## src/rtl/hb_dt_pkg.sv

```systemverilog
package hb_dt_pkg;
  localparam int HbDtW = 8;

  localparam logic [1:0] RegDeadtime = 2'd0;
  localparam logic [1:0] RegKey      = 2'd1;
  localparam logic [1:0] RegMode     = 2'd2;
  localparam logic [1:0] RegStatus   = 2'd3;

  localparam logic [HbDtW-1:0] KeyFirst  = 8'hA5;
  localparam logic [HbDtW-1:0] KeySecond = 8'h5A;

  // settings handed from the register side to the gate datapath
  typedef struct packed {
    logic             simOn;
    logic [HbDtW-1:0] deadtime;
  } hbCtrlT;

  typedef enum logic [1:0] {KeyIdle, KeyHalf, KeyArmed} keyStateT;
endpackage

```

## src/rtl/hb_dt_regs.sv

```systemverilog
module hb_dt_regs
  import hb_dt_pkg::*;
#(
  parameter int DT_MAX   = 240,
  parameter int DT_RESET = 20
) (
  input  logic             clk,
  input  logic             rstN,
  input  logic             wrEn,
  input  logic [1:0]       addr,
  input  logic [HbDtW-1:0] wrData,
  input  logic [2:0]       status,
  output logic [HbDtW-1:0] rdData,
  output hbCtrlT           ctrl
);
  localparam logic [HbDtW-1:0] DtCap  = HbDtW'(DT_MAX);
  localparam logic [HbDtW-1:0] DtInit = HbDtW'(DT_RESET);

  logic [HbDtW-1:0] dtReg;
  logic             simOn;
  logic             modeUsed;
  logic             locked;
  keyStateT         keyState;

  always_ff @(posedge clk) begin
    if (!rstN) begin
      dtReg    <= DtInit;
      simOn    <= 1'b0;
      modeUsed <= 1'b0;
      locked   <= 1'b0;
      keyState <= KeyIdle;
    end else if (wrEn) begin
      keyState <= KeyIdle;
      unique case (addr)
        RegDeadtime: begin
          if (!locked) dtReg <= (wrData > DtCap) ? DtCap : wrData;
        end
        RegKey: begin
          if (wrData == KeyFirst)
            keyState <= KeyHalf;
          else if (keyState == KeyHalf && wrData == KeySecond)
            keyState <= KeyArmed;
        end
        RegMode: begin
          if (keyState == KeyArmed && !modeUsed && !locked) begin
            simOn    <= wrData[0];
            modeUsed <= 1'b1;
          end
          if (wrData[1]) locked <= 1'b1;
        end
        default: ;
      endcase
    end
  end

  always_comb begin
    unique case (addr)
      RegDeadtime: rdData = dtReg;
      RegMode:     rdData = {{(HbDtW-2){1'b0}}, locked, simOn};
      RegStatus:   rdData = {{(HbDtW-3){1'b0}}, status};
      default:     rdData = '0;
    endcase
  end

  assign ctrl.simOn    = simOn;
  assign ctrl.deadtime = dtReg;

  assert_dt_cap_R2: assert property (@(posedge clk) disable iff (!rstN)
    dtReg <= DtCap);
  assert_lock_freeze_R12: assert property (@(posedge clk) disable iff (!rstN)
    locked |=> ($stable(dtReg) && $stable(simOn)));
  assert_mode_once_R10: assert property (@(posedge clk) disable iff (!rstN)
    !$stable(simOn) |-> $rose(modeUsed));
endmodule

```

## src/rtl/hb_dt_bridge.sv

```systemverilog
module hb_dt_bridge
  import hb_dt_pkg::*;
(
  input  logic   clk,
  input  logic   rstN,
  input  hbCtrlT ctrl,
  input  logic   hiCmd,
  input  logic   loCmd,
  output logic   hiGate,
  output logic   loGate,
  output logic   pending
);
  logic             hiPrev, loPrev;
  logic             pendHi, pendLo;
  logic [HbDtW-1:0] cnt;

  logic hiRise, hiFall, loRise, loFall;
  assign hiRise = hiCmd & ~hiPrev;
  assign hiFall = ~hiCmd & hiPrev;
  assign loRise = loCmd & ~loPrev;
  assign loFall = ~loCmd & loPrev;

  always_ff @(posedge clk) begin
    if (!rstN) begin
      hiPrev <= 1'b0;
      loPrev <= 1'b0;
      hiGate <= 1'b0;
      loGate <= 1'b0;
      pendHi <= 1'b0;
      pendLo <= 1'b0;
      cnt    <= '0;
    end else begin
      hiPrev <= hiCmd;
      loPrev <= loCmd;
      if (ctrl.simOn) begin
        pendHi <= 1'b0;
        pendLo <= 1'b0;
        cnt    <= '0;
        if (hiRise) hiGate <= 1'b1;
        if (hiFall) hiGate <= 1'b0;
        if (loRise) loGate <= 1'b1;
        if (loFall) loGate <= 1'b0;
      end else if (hiRise && loRise) begin
        hiGate <= 1'b0;
        loGate <= 1'b0;
        pendHi <= 1'b0;
        pendLo <= 1'b0;
      end else if (hiRise) begin
        loGate <= 1'b0;
        hiGate <= 1'b0;
        pendHi <= 1'b1;
        pendLo <= 1'b0;
        cnt    <= ctrl.deadtime;
      end else if (loRise) begin
        hiGate <= 1'b0;
        loGate <= 1'b0;
        pendLo <= 1'b1;
        pendHi <= 1'b0;
        cnt    <= ctrl.deadtime;
      end else begin
        if (pendHi || pendLo) begin
          if (cnt == '0) begin
            hiGate <= pendHi;
            loGate <= pendLo;
            pendHi <= 1'b0;
            pendLo <= 1'b0;
          end else begin
            cnt <= cnt - 1'b1;
          end
        end
        if (hiFall) begin
          hiGate <= 1'b0;
          pendHi <= 1'b0;
        end
        if (loFall) begin
          loGate <= 1'b0;
          pendLo <= 1'b0;
        end
      end
    end
  end

  assign pending = pendHi | pendLo;

  assert_hi_kills_lo_R3: assert property (@(posedge clk) disable iff (!rstN)
    (!ctrl.simOn && hiRise) |=> !loGate);
  assert_lo_kills_hi_R3: assert property (@(posedge clk) disable iff (!rstN)
    (!ctrl.simOn && loRise) |=> !hiGate);
  assert_no_overlap_R11: assert property (@(posedge clk) disable iff (!rstN)
    !ctrl.simOn |-> !(hiGate && loGate));
  assert_hi_after_gap_R4: assert property (@(posedge clk) disable iff (!rstN)
    (!ctrl.simOn && $rose(hiGate)) |-> !$past(loGate));
  assert_lo_after_gap_R4: assert property (@(posedge clk) disable iff (!rstN)
    (!ctrl.simOn && $rose(loGate)) |-> !$past(hiGate));
endmodule

```

## src/rtl/hb_deadtime_ctrl.sv

```systemverilog
module hb_deadtime_ctrl
  import hb_dt_pkg::*;
#(
  parameter int DT_MAX   = 240,
  parameter int DT_RESET = 20
) (
  input  logic       clk,
  input  logic       rstN,
  input  logic       hiCmd,
  input  logic       loCmd,
  input  logic       regWrEn,
  input  logic [1:0] regAddr,
  input  logic [7:0] regWrData,
  output logic [7:0] regRdData,
  output logic       hiGate,
  output logic       loGate
);
  hbCtrlT ctrl;
  logic   pending;

  hb_dt_regs #(.DT_MAX(DT_MAX), .DT_RESET(DT_RESET)) uRegs (
    .clk    (clk),
    .rstN   (rstN),
    .wrEn   (regWrEn),
    .addr   (regAddr),
    .wrData (regWrData),
    .status ({pending, loGate, hiGate}),
    .rdData (regRdData),
    .ctrl   (ctrl)
  );

  hb_dt_bridge uBridge (
    .clk     (clk),
    .rstN    (rstN),
    .ctrl    (ctrl),
    .hiCmd   (hiCmd),
    .loCmd   (loCmd),
    .hiGate  (hiGate),
    .loGate  (loGate),
    .pending (pending)
  );
endmodule

```

## config.mk

```make
export PLATFORM = sky130hd
export DESIGN_NAME = hb_deadtime_ctrl
export DESIGN_NICKNAME = d
export VERILOG_FILES = /design/src/rtl/hb_dt_pkg.sv /design/src/rtl/hb_dt_regs.sv /design/src/rtl/hb_dt_bridge.sv /design/src/rtl/hb_deadtime_ctrl.sv
export SDC_FILE = /design/constraint.sdc
export NUM_CORES = 1
export LEC_CHECK = 0
export BUFFER_PORTS_ARGS = -buffer_cell sky130_fd_sc_hd__buf_2
export CAP_MARGIN = 20
export CORE_AREA = 2 2 57 59
export DETAILED_ROUTE_END_ITERATION = 16
export DIE_AREA = 0 0 59 61
export PLACE_DENSITY = 0.79
export SLEW_MARGIN = 40
export SYNTH_ARGS = -nofsm -noshare
export SYNTH_HDL_FRONTEND = slang
export SYNTH_HIERARCHICAL = 1
export SYNTH_SLANG_ARGS = --single-unit
```

## constraint.sdc

```tcl
create_clock -name clk -period 2.7 [get_ports clk]
set_clock_uncertainty 0.15 [all_clocks]
set_input_delay 0.54 -clock clk [delete_from_list [all_inputs] [get_ports clk]]
set_output_delay 0.54 -clock clk [all_outputs]
set_load 0.1 [all_outputs]
```

### Word level (Yosys, flattened, before mapping)

Cells that the tools add are included.

| word-level totals | value |
|---|---|
| register bits after elaboration | 27 |
| bits in latches | 0 |
| memory bits (writable) | 0 |
| memory bits (read-only) | 0 |
| bits of input ports | 15 |
| output and inout port bits | 10 |
| logic and storage cells | 99 |
| memories kept | 0 |

| cells by class | value |
|---|---|
| $add $sub $neg | 1 |
| $mul | 0 |
| divide/modulo/power cells | 0 |
| $lt $le $gt $ge | 1 |
| eq/ne operators | 10 |
| shifts and indexed selects | 0 |
| muxes and demuxes | 34 |
| bitwise gates (word level) | 12 |
| reduce and logical (&&, ||, !) cells | 29 |

Operators with widths:

| cell | count |
|---|---|
| 8-bit two-way mux | 5 |
| 1-bit two-way mux | 25 |
| 8-bit one-hot mux with 3 select lines | 1 |
| 5-bit nonzero test | 4 |
| 3-bit AND reduction | 6 |
| 3-bit by 1-bit != test with 1-bit output (second input constant) | 3 |
| 3-bit nonzero test | 3 |
| 8-bit by 7-bit == test with 1-bit output (second input constant) | 1 |
| 8-bit == test (second input constant) | 1 |
| 8-bit > comparator (second input constant) | 1 |
| 8-bit logical NOT | 1 |
| 4-bit nonzero test | 2 |
| 8-bit by 1-bit subtractor with 8-bit output (second input constant) | 1 |
| 1-bit NOT | 7 |
| 2-bit == test (second input constant) | 3 |
| 2-bit two-way mux | 3 |
| 1-bit AND | 4 |
| 2-bit by 1-bit == test with 1-bit output (second input constant) | 2 |
| 1-bit logical AND | 4 |
| 2-bit AND reduction | 2 |
| 4-bit OR reduction | 1 |
| 3-bit OR reduction | 1 |
| 1-bit logical NOT | 2 |
| 2-bit logical NOT | 1 |
| 3 further kinds | 3 |

### Longest topological paths before layout

Gate-level depths: netlist (run 1).

| logic depth | value |
|---|---|
| depth in word-level cells | 8 |
| depth in mapped cells | 8 |
| gate-level depth less buffers | 6 |

### Hierarchy

Netlist (run 1), hierarchy kept.

By module, submodules not included:

| module | times used | cells an instance | area an instance (µm²) | sequential area each (µm²) |
|---|---|---|---|---|
| hb_dt_bridge | 1 | 111 | 903.4 | 280.3 |
| hb_dt_regs | 1 | 75 | 659.4 | 260.2 |

### Worst setup path before layout (run 1)

Ideal clock, no wire load.

| path | value |
|---|---|
| path type | reg2out |
| start point | register uBridge.hiGate |
| end point | output port regRdData[0] |
| arrival | 1.987 ns |
| data required time | 2.010 ns |
| path slack | 0.023 ns |
| stages on the path, launching flop included | 3 |
| buffers on the path | 0 |
| path through | dfxtp_1 -> mux2_2 -> a22o_1 |

| between the ends | value |
|---|---|
| word-level cells in the longest chain between the ends | 1 |

Ends and longest elaborated chain:

| what | RTL line | source |
|---|---|---|
| start, declared | hb_dt_bridge.sv:9 | `output logic hiGate,` |
| start signal, assigned | hb_dt_bridge.sv:63 | `hiGate <= pendHi;` |
| 8-bit one-hot mux with 3 select lines | hb_dt_regs.sv:57 | `unique case (addr)` |
| end, declared | hb_deadtime_ctrl.sv:14 | `output logic [7:0] regRdData,` |

No other way between the ends.

### Final worst setup path (run 1)

| path | value |
|---|---|
| start point | input port regAddr[1] |
| end point | output port regRdData[1] |

| between the ends | value |
|---|---|
| word-level cells in the longest chain between the ends | 2 |
| elaborated cells on any way between the ends | 4 |
| those cells by class | eq/ne (2); mux (1); reduce/logical (1) |

Ends and longest elaborated chain:

| what | RTL line | source |
|---|---|---|
| start, declared | hb_deadtime_ctrl.sv:12 | `input logic [1:0] regAddr,` |
| 2-bit == test or 2-bit logical NOT (tied branches) | hb_dt_regs.sv:57 |  |
| 8-bit one-hot mux with 3 select lines * | hb_dt_regs.sv:57 |  |

Every way passes the cells marked *; elsewhere a longest branch is shown, timed or not.

==> impl_metrics.json, run 1 <==
{
  "outcome": "complete, no violations",
  "start_util": 0.529,
  "post-route-period-util": 0.895,
  "slew_headroom": 0.673,
  "hp-start": "hiCmd",
  "post-dp-hpwl_mm": 2.84,
  "worst_path_most_repeated_cell": "buf_2",
  "r2r_end": "uBridge/loGate",
  "antenna_left": 0,
  "netlist_top_cells_count": "27 x dfxtp_1, 22 x nand2_1, 10 x inv_1",
  "clk_latency_ns": 0.32,
  "ir_worst_vdd_mv": 0.244,
  "dieHeight_um": 61,
  "path_class": "in2out",
  "clk_pin_slew_ns": 0.14,
  "slowest_stage": "nor2_1",
  "gr-usage-all-layers": 0.224,
  "power_density_nw_per_um2": 549,
  "numCtsBuffers": 3,
  "core_area_um2": 2950,
  "holdPathEnd": "uBridge/hiPrev",
  "finalSetupViolations": 0,
  "dominantRegCellSynth": "dfxtp_1",
  "reg2reg_slack_ns": 0.37,
  "worstPathMaxFanout": 8,
  "cts_setup_buffers": 0,
  "cts-htree-levels": 1,
  "areaGrowthSynthToFinish_pct": 11.2,
  "finalPower_w": 0.000955,
  "grt_pass1_vias": 1444,
  "antenna_cells": 0,
  "via_per_inst": 6.28,
  "clockRootBuffer": "clkbuf_4",
  "path_cells": "buf_2, nor2_1, a22o_1, buf_2",
  "holdWs_ns": 0.309,
  "p_int_w": 0.000607,
  "hold_viol_final": 0,
  "cap_viol_max_count": 0,
  "cts-resized-gates": 0,
  "min_period_ns": 2.42,
  "port_buffers": 24,
  "rsz0062_at_grt": "false",
  "drc": 0,
  "ioPinCount": 25,
  "async_flop_share": 0,
  "yosysTopAreaCell": "dfxtp_1",
  "antenna_found_initial": 0,
  "syn_avg_cell_area_um2": 8.40,
  "synth_top_area_frac": 0.346,
  "critPathLaunchType": "input pin",
  "gp_congestion": 0.861,
  "clockBufferDepth": 2,
  "synth_edf_count": 0,
  "dr_total_vias": 1507,
  "seqPwrFrac": 0.477,
  "yosysSeqAreaShare": 0.346,
  "combPwrFrac": 0.338,
  "finalNonFillerCells": 240,
  "syn_inst": 186,
  "switching_power_w": 0.000348,
  "fmax_mhz": 414,
  "synth_fp_nets": 205,
  "cts-hold-fix-buffers": 0,
  "clockPowerShare": 0.186,
  "ys_ff_latch": 27,
  "yosysMostFrequentCell": "dfxtp_1",
  "p_leak_nw": 0.704,
  "grt_start_max_net_pins": 21,
  "ys_warn_count": 6,
  "place_inst": 236,
  "n_fill_cell": 275,
  "synthTopCellsByArea": "dfxtp_1 35%, nand2_1 5.3%, mux2i_1 3.8%, ha_1 3.2%, o32ai_1 2.8%",
  "worstPathArrival_ns": 1.73,
  "sw_frac_of_total": 0.364,
  "cp_data_required_time_ns": 2.01,
  "grt_pass1_wl_mm": 6.23,
  "syn-cell-area_um2": 1560,
  "endpoint_kind": "output port",
  "ys_types": 54,
  "tightest_slew_ns": 0.489,
  "dr.pass1.iters": 4,
  "die_w_um": 59,
  "finalSetupTns_ns": 0,
  "drive_gt1_frac": 0.198,
  "worst_r2r_path_depth": 4,
  "cpPeakStageDelay_ns": 0.41,
  "timing.rr.start": "uBridge/cnt[2]",
  "wl_per_cell_um": 15.6,
  "overflow": 0,
  "wl_mm": 3.74,
  "slew_violations": 0,
  "rows": 20,
  "hold_path_class": "in2reg",
  "drtIter0Drc": 69,
  "cts_tree": "built",
  "min_path_cells": 3,
  "nets": 227,
  "cts.sinks": 27,
  "die_area_um2": 3600
}
==> power by group through the flow <==
| stage | Combinational (W) | Sequential [W] | Clock [W] |
|---|---|---|---|
| after global placement | 0.000307 | 0.000462 | 0 |
| final | 0.000323 | 0.000455 | 0.000177 |
| after detailed placement | 0.000315 | 0.000463 | 0 |
| after global routing | 0.000348 | 0.000459 | 0.000200 |
| after CTS | 0.000317 | 0.000454 | 0.000182 |
| after floorplan | 0.000235 | 0.000466 | 0 |
==> flip-flops by register name, indices dropped and copies added (netlist names) <==
register,flops
uRegs/modeUsed,1
uBridge/loGate,1
uRegs/simOn,1
uBridge/cnt,8
uBridge/pendHi,1
uBridge/hiPrev,1
uBridge/loPrev,1
uRegs/keyState,2
uBridge/pendLo,1
uRegs/locked,1
uRegs/dtReg,8
uBridge/hiGate,1
==> layout by cell type (no fill, tap or decap), types with 4 or more instances in the layout <==
cell type and instances:
dfxtp_1 27, buf_2 24, nand2_1 22, inv_1 10
nor2_1 8, nor3_1 8, mux2i_1 6, a31oi_1 6
nor2b_1 5, o32ai_1 5, nand3_1 5, and2_1 5
nand2b_1 4, a2bb2oi_1 4, ha_1 4, buf_4 4
o22ai_1 4
==> critical path: cells and delay by family <==
family / cells / cell delay [ns]
AO/OA/AOI/OAI: 1 / 0.21
AND/OR/NAND/NOR: 1 / 0.41
buffers and inverters: 2 / 0.55
==> cells by family after synthesis <==
| logic type | count (synthesis) | share of synthesized area |
|---|---|---|
| simple gates | 80 | 0.286 |
| compound gates | 45 | 0.223 |
| flops | 27 | 0.346 |
| buf+inv | 21 | 0.0552 |
| mux | 8 | 0.0528 |
| fa+ha+maj | 4 | 0.0320 |
| xor+xnor | 1 | 0.00561 |
==> worst max-delay path by stage <==
stage              startpoint           end  slack [ns]  cells past startpoint
6_report           regAddr[1]  regRdData[1]        0.28                      4
5_1_grt            regAddr[0]  regRdData[1]        0.20                      4
4_1_cts            regAddr[0]  regRdData[0]        0.28                      4
3_5_place_dp       regAddr[0]  regRdData[0]        0.28                      4
3_3_place_gp       regAddr[1]  regRdData[0]        0.31                      4
2_1_floorplan  uBridge/hiGate  regRdData[0]        0.02                      2
==> stage by stage <==
stage / setup WS (ns) / cell area, µm² / util
after floorplan: 0.0232 / 1560 / -
after global placement: 0.308 / 1710 / 0.580
after detailed placement: 0.281 / 1710 / 0.580
after CTS: 0.282 / 1740 / 0.589
after global routing: 0.196 / 1740 / 0.589
final: 0.284 / 1740 / 0.589
==> routing by layer <==
| metal | wire, µm | GRT usage |
|---|---|---|
| met2 | 1870 | 0.384 |
| met1 | 1660 | 0.284 |
| met5 | 0 | 0 |
| met4 | 12 | 0.0974 |
| met3 | 195 | 0.0277 |
==> layout make-up <==
type,count,area [µm²],area share
multi-input combinational,138,942,0.542
sequential,27,541,0.311
timing repair buffer,28,150,0.0864
tap,33,41.3,0.0238
inverter,10,37.5,0.0216
clock buffer,4,26.3,0.0151
Power figures use the tool's default switching activity.
==> run 2, diff against run 1 <==
--- a/config.mk
+++ b/config.mk
@@ -5,14 +5,14 @@
 export SDC_FILE = /design/constraint.sdc
 export NUM_CORES = 1
 export LEC_CHECK = 0
+export ABC_AREA = 1
 export BUFFER_PORTS_ARGS = -buffer_cell sky130_fd_sc_hd__buf_2
 export CAP_MARGIN = 20
 export CORE_AREA = 2 2 57 59
 export DETAILED_ROUTE_END_ITERATION = 16
 export DIE_AREA = 0 0 59 61
-export PLACE_DENSITY = 0.79
+export PLACE_DENSITY = 0.8
 export SLEW_MARGIN = 40
 export SYNTH_ARGS = -nofsm -noshare
 export SYNTH_HDL_FRONTEND = slang
-export SYNTH_HIERARCHICAL = 1
 export SYNTH_SLANG_ARGS = --single-unit
==> impl_metrics.json, run 2 <==
{
  "hold_viol_final": 0,
  "cts.sinks": 27,
  "post-route-period-util": 0.813,
  "drtIter0Drc": 34,
  "path_buf_inv": 3,
  "netlist_top_cells_count": "47 x nand2_1, 38 x nor2_1, 36 x inv_1",
  "nets": 287,
  "post-dp-hpwl_mm": 2.66,
  "synthTopCellsByArea": "dfxtp_1 34%, nand2_1 11%, nor2_1 9.0%, inv_1 8.6%, a21oi_1 6.3%",
  "cap_viol_max_count": 0,
  "clk_latency_ns": 0.32,
  "core_area_um2": 2950,
  "wl_mm": 3.32,
  "ioPinCount": 25,
  "drc": 0,
  "start_util": 0.535,
  "dieHeight_um": 61,
  "min_period_ns": 2.19,
  "cts-htree-levels": 1,
  "gr-usage-all-layers": 0.205,
  "clk_pin_slew_ns": 0.14,
  "cts-resized-gates": 0,
  "synth_top_area_frac": 0.342,
  "ys_types": 26,
  "via_per_inst": 5.28,
  "outcome": "complete, no violations",
  "worstPathMaxFanout": 8,
  "crit_family": "buffers and inverters",
  "yosysMostFrequentCell": "nand2_1",
  "ys_ff_latch": 27,
  "min_path_cells": 3,
  "antenna_left": 0,
  "cts_setup_buffers": 0,
  "final_cell_mix": "47 x nand2_1, 38 x nor2_1, 36 x inv_1",
  "wl_per_cell_um": 11.2,
  "async_flop_share": 0,
  "rsz0062_at_grt": "false",
  "path_class": "in2out",
  "setup_slack_ns": 0.506,
  "cpPeakStageDelay_ns": 0.45,
  "synth_edf_count": 0,
  "grt_start_max_net_pins": 15,
  "hold_path_class": "in2reg",
  "cts_tree": "built",
  "yosysSeqAreaShare": 0.342,
  "tightest_slew_ns": 0.490,
  "finalSetupViolations": 0,
  "dpl_worst_slack_ns": 0.500,
  "path_cells": "buf_2, nor2_4, inv_2, o221ai_1, buf_2",
  "clockRootBuffer": "clkbuf_4",
  "slew_violations": 0,
  "syn_inst": 238,
  "rows": 20,
  "sw_frac_of_total": 0.382,
  "dr.pass1.iters": 4,
  "p_leak_nw": 0.858,
  "final_common_cell": "nand2_1",
  "dr_total_vias": 1569,
  "overflow": 0,
  "worstPathArrival_ns": 1.50,
  "switching_power_w": 0.000366,
  "die_area_um2": 3600,
  "p_int_w": 0.000591,
  "ir_worst_vdd_mv": 0.298,
  "finalNonFillerCells": 297,
  "grt_pass1_wl_mm": 5.78,
  "slowest_stage": "buf_2",
  "die_w_um": 59,
  "antenna_cells": 0,
  "areaGrowthSynthToFinish_pct": 10.8,
  "endpoint_kind": "output port",
  "path_depth": 5,
  "n_fill_cell": 299,
  "syn_avg_cell_area_um2": 6.64,
  "seqPwrFrac": 0.473,
  "reg.largest.list": "uBridge.cnt x8, uRegs.dtReg x8, uRegs.keyState x2",
  "place_inst": 293,
  "combPwrFrac": 0.345,
  "worst_path_most_repeated_cell": "buf_2",
  "cts-hold-fix-buffers": 0,
  "dominantRegCellSynth": "dfxtp_1",
  "drive_gt1_frac": 0.155,
  "clockBufferDepth": 2,
  "yosysTopAreaCell": "dfxtp_1",
  "clockPowerShare": 0.182,
  "ys_warn_count": 0,
  "cp_data_required_time_ns": 2.01,
  "port_buffers": 24,
  "gp_congestion": 0.891,
  "grt_pass1_vias": 1363,
  "synth_fp_nets": 260,
  "critPathLaunchType": "input pin",
  "numCtsBuffers": 3,
  "power_density_nw_per_um2": 547,
  "slew_headroom": 0.676,
  "worst_r2r_path_depth": 9,
  "syn-cell-area_um2": 1580,
  "fmax_mhz": 456,
  "antenna_found_initial": 0
}
==> run 2: stage by stage <==
step                      utilization  area [µm²]  setup TNS [ns]  power [W]  hold slack (ns)
final                           0.593        1750               0   0.000958            0.277
after global routing            0.593        1750               0    0.00103            0.295
after CTS                       0.593        1750               0   0.000966            0.266
after detailed placement        0.584        1730               0   0.000791            0.320
after global placement          0.584        1730               0   0.000788            0.301
after floorplan                     -        1580          -0.517   0.000722            0.291
==> run 2: worst min-delay path, cell delays in order <==
cell and delay [ns]:
buf_2 0.10, nand2_1 0.05, inv_1 0.04
==> run 2: per-layer routing <==
metal,vias to the layer above,part of all wire,track usage
li1,826,-,-
met1,698,0.46,0.274
met2,41,0.49,0.357
met3,4,0.037,0.0256
met4,0,0.0093,0.0390
met5,-,0,0
==> run 2: cell type report <==
cell class              count  area [µm²]  area share
multi-input cells         168         863       0.493
clock buffers               4        26.3      0.0150
well taps                  33        41.3      0.0236
flip-flops and latches     27         541       0.309
inverters                  40         153      0.0871
repair buffers             25         128      0.0729
==> run 2: power by group through the flow <==
stage | logic, W | clock network [W] | registers [W]
after floorplan | 0.000250 | 0 | 0.000472
after global placement | 0.000327 | 0 | 0.000460
after detailed placement | 0.000330 | 0 | 0.000461
after CTS | 0.000332 | 0.000181 | 0.000452
after global routing | 0.000375 | 0.000197 | 0.000457
final | 0.000331 | 0.000174 | 0.000453
==> run 2: kinds of logic after synthesis <==
group                      count (synthesis)  synth area share
AOI/OAI and AO/OA                         39             0.145
xor gates and xnor gates                   1           0.00554
adders and majority gates                  7            0.0554
buffers and inverters                     43             0.112
DFF                                       27             0.342
and+or+nand+nor                          121             0.340
==> run 2: final timing paths <==
path | end | startpoint | slack [ns]
max | regRdData[1] | regAddr[1] | 0.51
min | uBridge.loPrev | loCmd | 0.28
max reg2reg | uBridge.cnt[1] | uBridge.hiPrev | 0.89
min reg2reg | uRegs.keyState[0] | uRegs.keyState[0] | 0.35
==> run 3, diff against run 2 <==
--- a/config.mk
+++ b/config.mk
@@ -8,10 +8,10 @@
 export ABC_AREA = 1
 export BUFFER_PORTS_ARGS = -buffer_cell sky130_fd_sc_hd__buf_2
 export CAP_MARGIN = 20
-export CORE_AREA = 2 2 57 59
+export CORE_AREA = 2 2 60 62
 export DETAILED_ROUTE_END_ITERATION = 16
-export DIE_AREA = 0 0 59 61
-export PLACE_DENSITY = 0.8
+export DIE_AREA = 0 0 62 64
+export PLACE_DENSITY = 0.76
 export SLEW_MARGIN = 40
 export SYNTH_ARGS = -nofsm -noshare
 export SYNTH_HDL_FRONTEND = slang
==> constraint.sdc (replaced) <==
create_clock -name clk -period 1.9 [get_ports clk]
set_clock_uncertainty 0.15 [all_clocks]
set_input_delay 0.38 -clock clk [delete_from_list [all_inputs] [get_ports clk]]
set_output_delay 0.38 -clock clk [all_outputs]
set_load 0.1 [all_outputs]
==> impl_metrics.json, run 3 (same netlist as run 2, synthesis figures left out) <==
{
  "outcome": "complete, no violations",
  "gp_congestion": 0.870,
  "finalSetupViolations": 0,
  "p_leak_nw": 0.899,
  "finalPower_w": 0.00142,
  "grt_pass1_wl_mm": 6.14,
  "ir_worst_vdd_mv": 0.357,
  "port_buffers": 24,
  "final_cell_mix": "47 x nand2_1, 38 x nor2_1, 36 x inv_1",
  "antenna_left": 0,
  "clockPowerShare": 0.185,
  "cts-hold-fix-buffers": 0,
  "ioPinCount": 25,
  "grt_start_max_net_pins": 17,
  "cts.sinks": 27,
  "combPwrFrac": 0.360,
  "core_area_um2": 3280,
  "overflow": 0,
  "dieHeight_um": 64,
  "reg.largest.list": "uBridge.cnt x8, uRegs.dtReg x8, uRegs.keyState x2",
  "wl_per_cell_um": 11.3,
  "holdWs_ns": 0.108,
  "sw_frac_of_total": 0.388,
  "grt_pass1_vias": 1512,
  "rows": 21,
  "critPathLaunchType": "flop",
  "cp_data_required_time_ns": 1.37,
  "wl_mm": 3.52,
  "hold_path_class": "in2reg",
  "power_density_nw_per_um2": 734,
  "cts-htree-levels": 1,
  "clockBufferDepth": 2,
  "p_int_w": 0.000867,
  "endpoint_kind": "output port",
  "drtIter0Drc": 33,
  "drive_gt1_frac": 0.187,
  "seqPwrFrac": 0.455,
  "tightest_slew_ns": 0.486,
  "dr.pass1.iters": 4,
  "clk_latency_ns": 0.33,
  "clk_pin_slew_ns": 0.15,
  "clockRootBuffer": "clkbuf_4",
  "fmax_mhz": 545,
  "dr_total_vias": 1569,
  "final_common_cell": "nand2_1",
  "path_class": "reg2out",
  "finalSetupTns_ns": 0,
  "gr-usage-all-layers": 0.201,
  "nets": 290,
  "via_per_inst": 5.01,
  "slew_violations": 0,
  "rsz0062_at_grt": "false",
  "start_util": 0.481,
  "areaGrowthSynthToFinish_pct": 22.2,
  "slew_headroom": 0.678,
  "post-route-period-util": 0.966,
  "die_area_um2": 3970,
  "antenna_cells": 0,
  "switching_power_w": 0.000550,
  "cap_viol_max_count": 0,
  "n_fill_cell": 319,
  "dpl_worst_slack_ns": 0.112,
  "drc": 0,
  "min_period_ns": 1.84,
  "post-dp-hpwl_mm": 2.87,
  "antenna_found_initial": 0,
  "setup_slack_ns": 0.0641,
  "numCtsBuffers": 3,
  "hold_viol_final": 0,
  "cts_tree": "built",
  "worstPathMaxFanout": 3,
  "die_w_um": 62,
  "worstPathArrival_ns": 1.31
}
[run 3: cell count changes in the layout (fill, tap and decap cells not counted), sizes merged]
cell | before | now
clkinvlp | 0 | 1
buf | 25 | 28
clkbuf | 4 | 3
[run 3: metrics by stage]
stage / area [µm²] / cells / utilization
after floorplan: 1590 / 238 / -
after global placement: 1900 / 309 / 0.578
after global routing: 1930 / 313 / 0.588
after CTS: 1930 / 313 / 0.587
final: 1930 / 313 / 0.588
after detailed placement: 1900 / 309 / 0.578
[run 3: repair_timing]
item / CTS / global route
endpoints found under the setup margin: 0 / 2
buffers inserted: 0 / 0
gates resized for setup: 0 / 2
hold endpoints to repair: 0 / 0
[run 3: layer usage]
| layer | routed length [µm] | GRT usage | vias to the layer above |
|---|---|---|---|
| met4 | 73 | 0.101 | 0 |
| met1 | 1590 | 0.259 | 709 |
| li1 | - | - | 827 |
| met3 | 70 | 0.0182 | 8 |
| met5 | 0 | 0 | - |
| met2 | 1790 | 0.324 | 25 |
[run 3: worst max-delay path, stage by stage (launching register included)]
cell      delay, ns
dfxtp_1        0.41
inv_1          0.11
o221ai_2       0.26
buf_12         0.21
[run 3: final cells by class]
class,count,area (µm²),area share
Clock buffer,3,22.5,0.0117
Clock inverter,1,7.51,0.00389
Inverter,40,153,0.0791
Multi-Input combinational cell,168,876,0.454
Sequential cell,27,544,0.282
Tap cell,46,57.6,0.0298
Timing Repair Buffer,28,270,0.140
[run 3: final timing paths]
kind                       start             end  slack, ns  cells past startpoint
hold reg to reg   uRegs.dtReg[5]  uRegs.dtReg[5]       0.35                      2
hold / removal             loCmd  uBridge.loPrev       0.11                      3
setup reg to reg  uBridge.hiPrev  uBridge.cnt[7]       0.23                     10
setup / recovery    uRegs.locked    regRdData[1]       0.06                      3
[run 3: power by group through the flow]
stage	Sequential [W]	Combinational (W)	Clock (W)
2_1_floorplan	0.000672	0.000357	0
3_3_place_gp	0.000655	0.000504	0
3_5_place_dp	0.000657	0.000510	0
4_1_cts	0.000644	0.000513	0.000270
5_1_grt	0.000651	0.000574	0.000291
6_report	0.000645	0.000510	0.000262
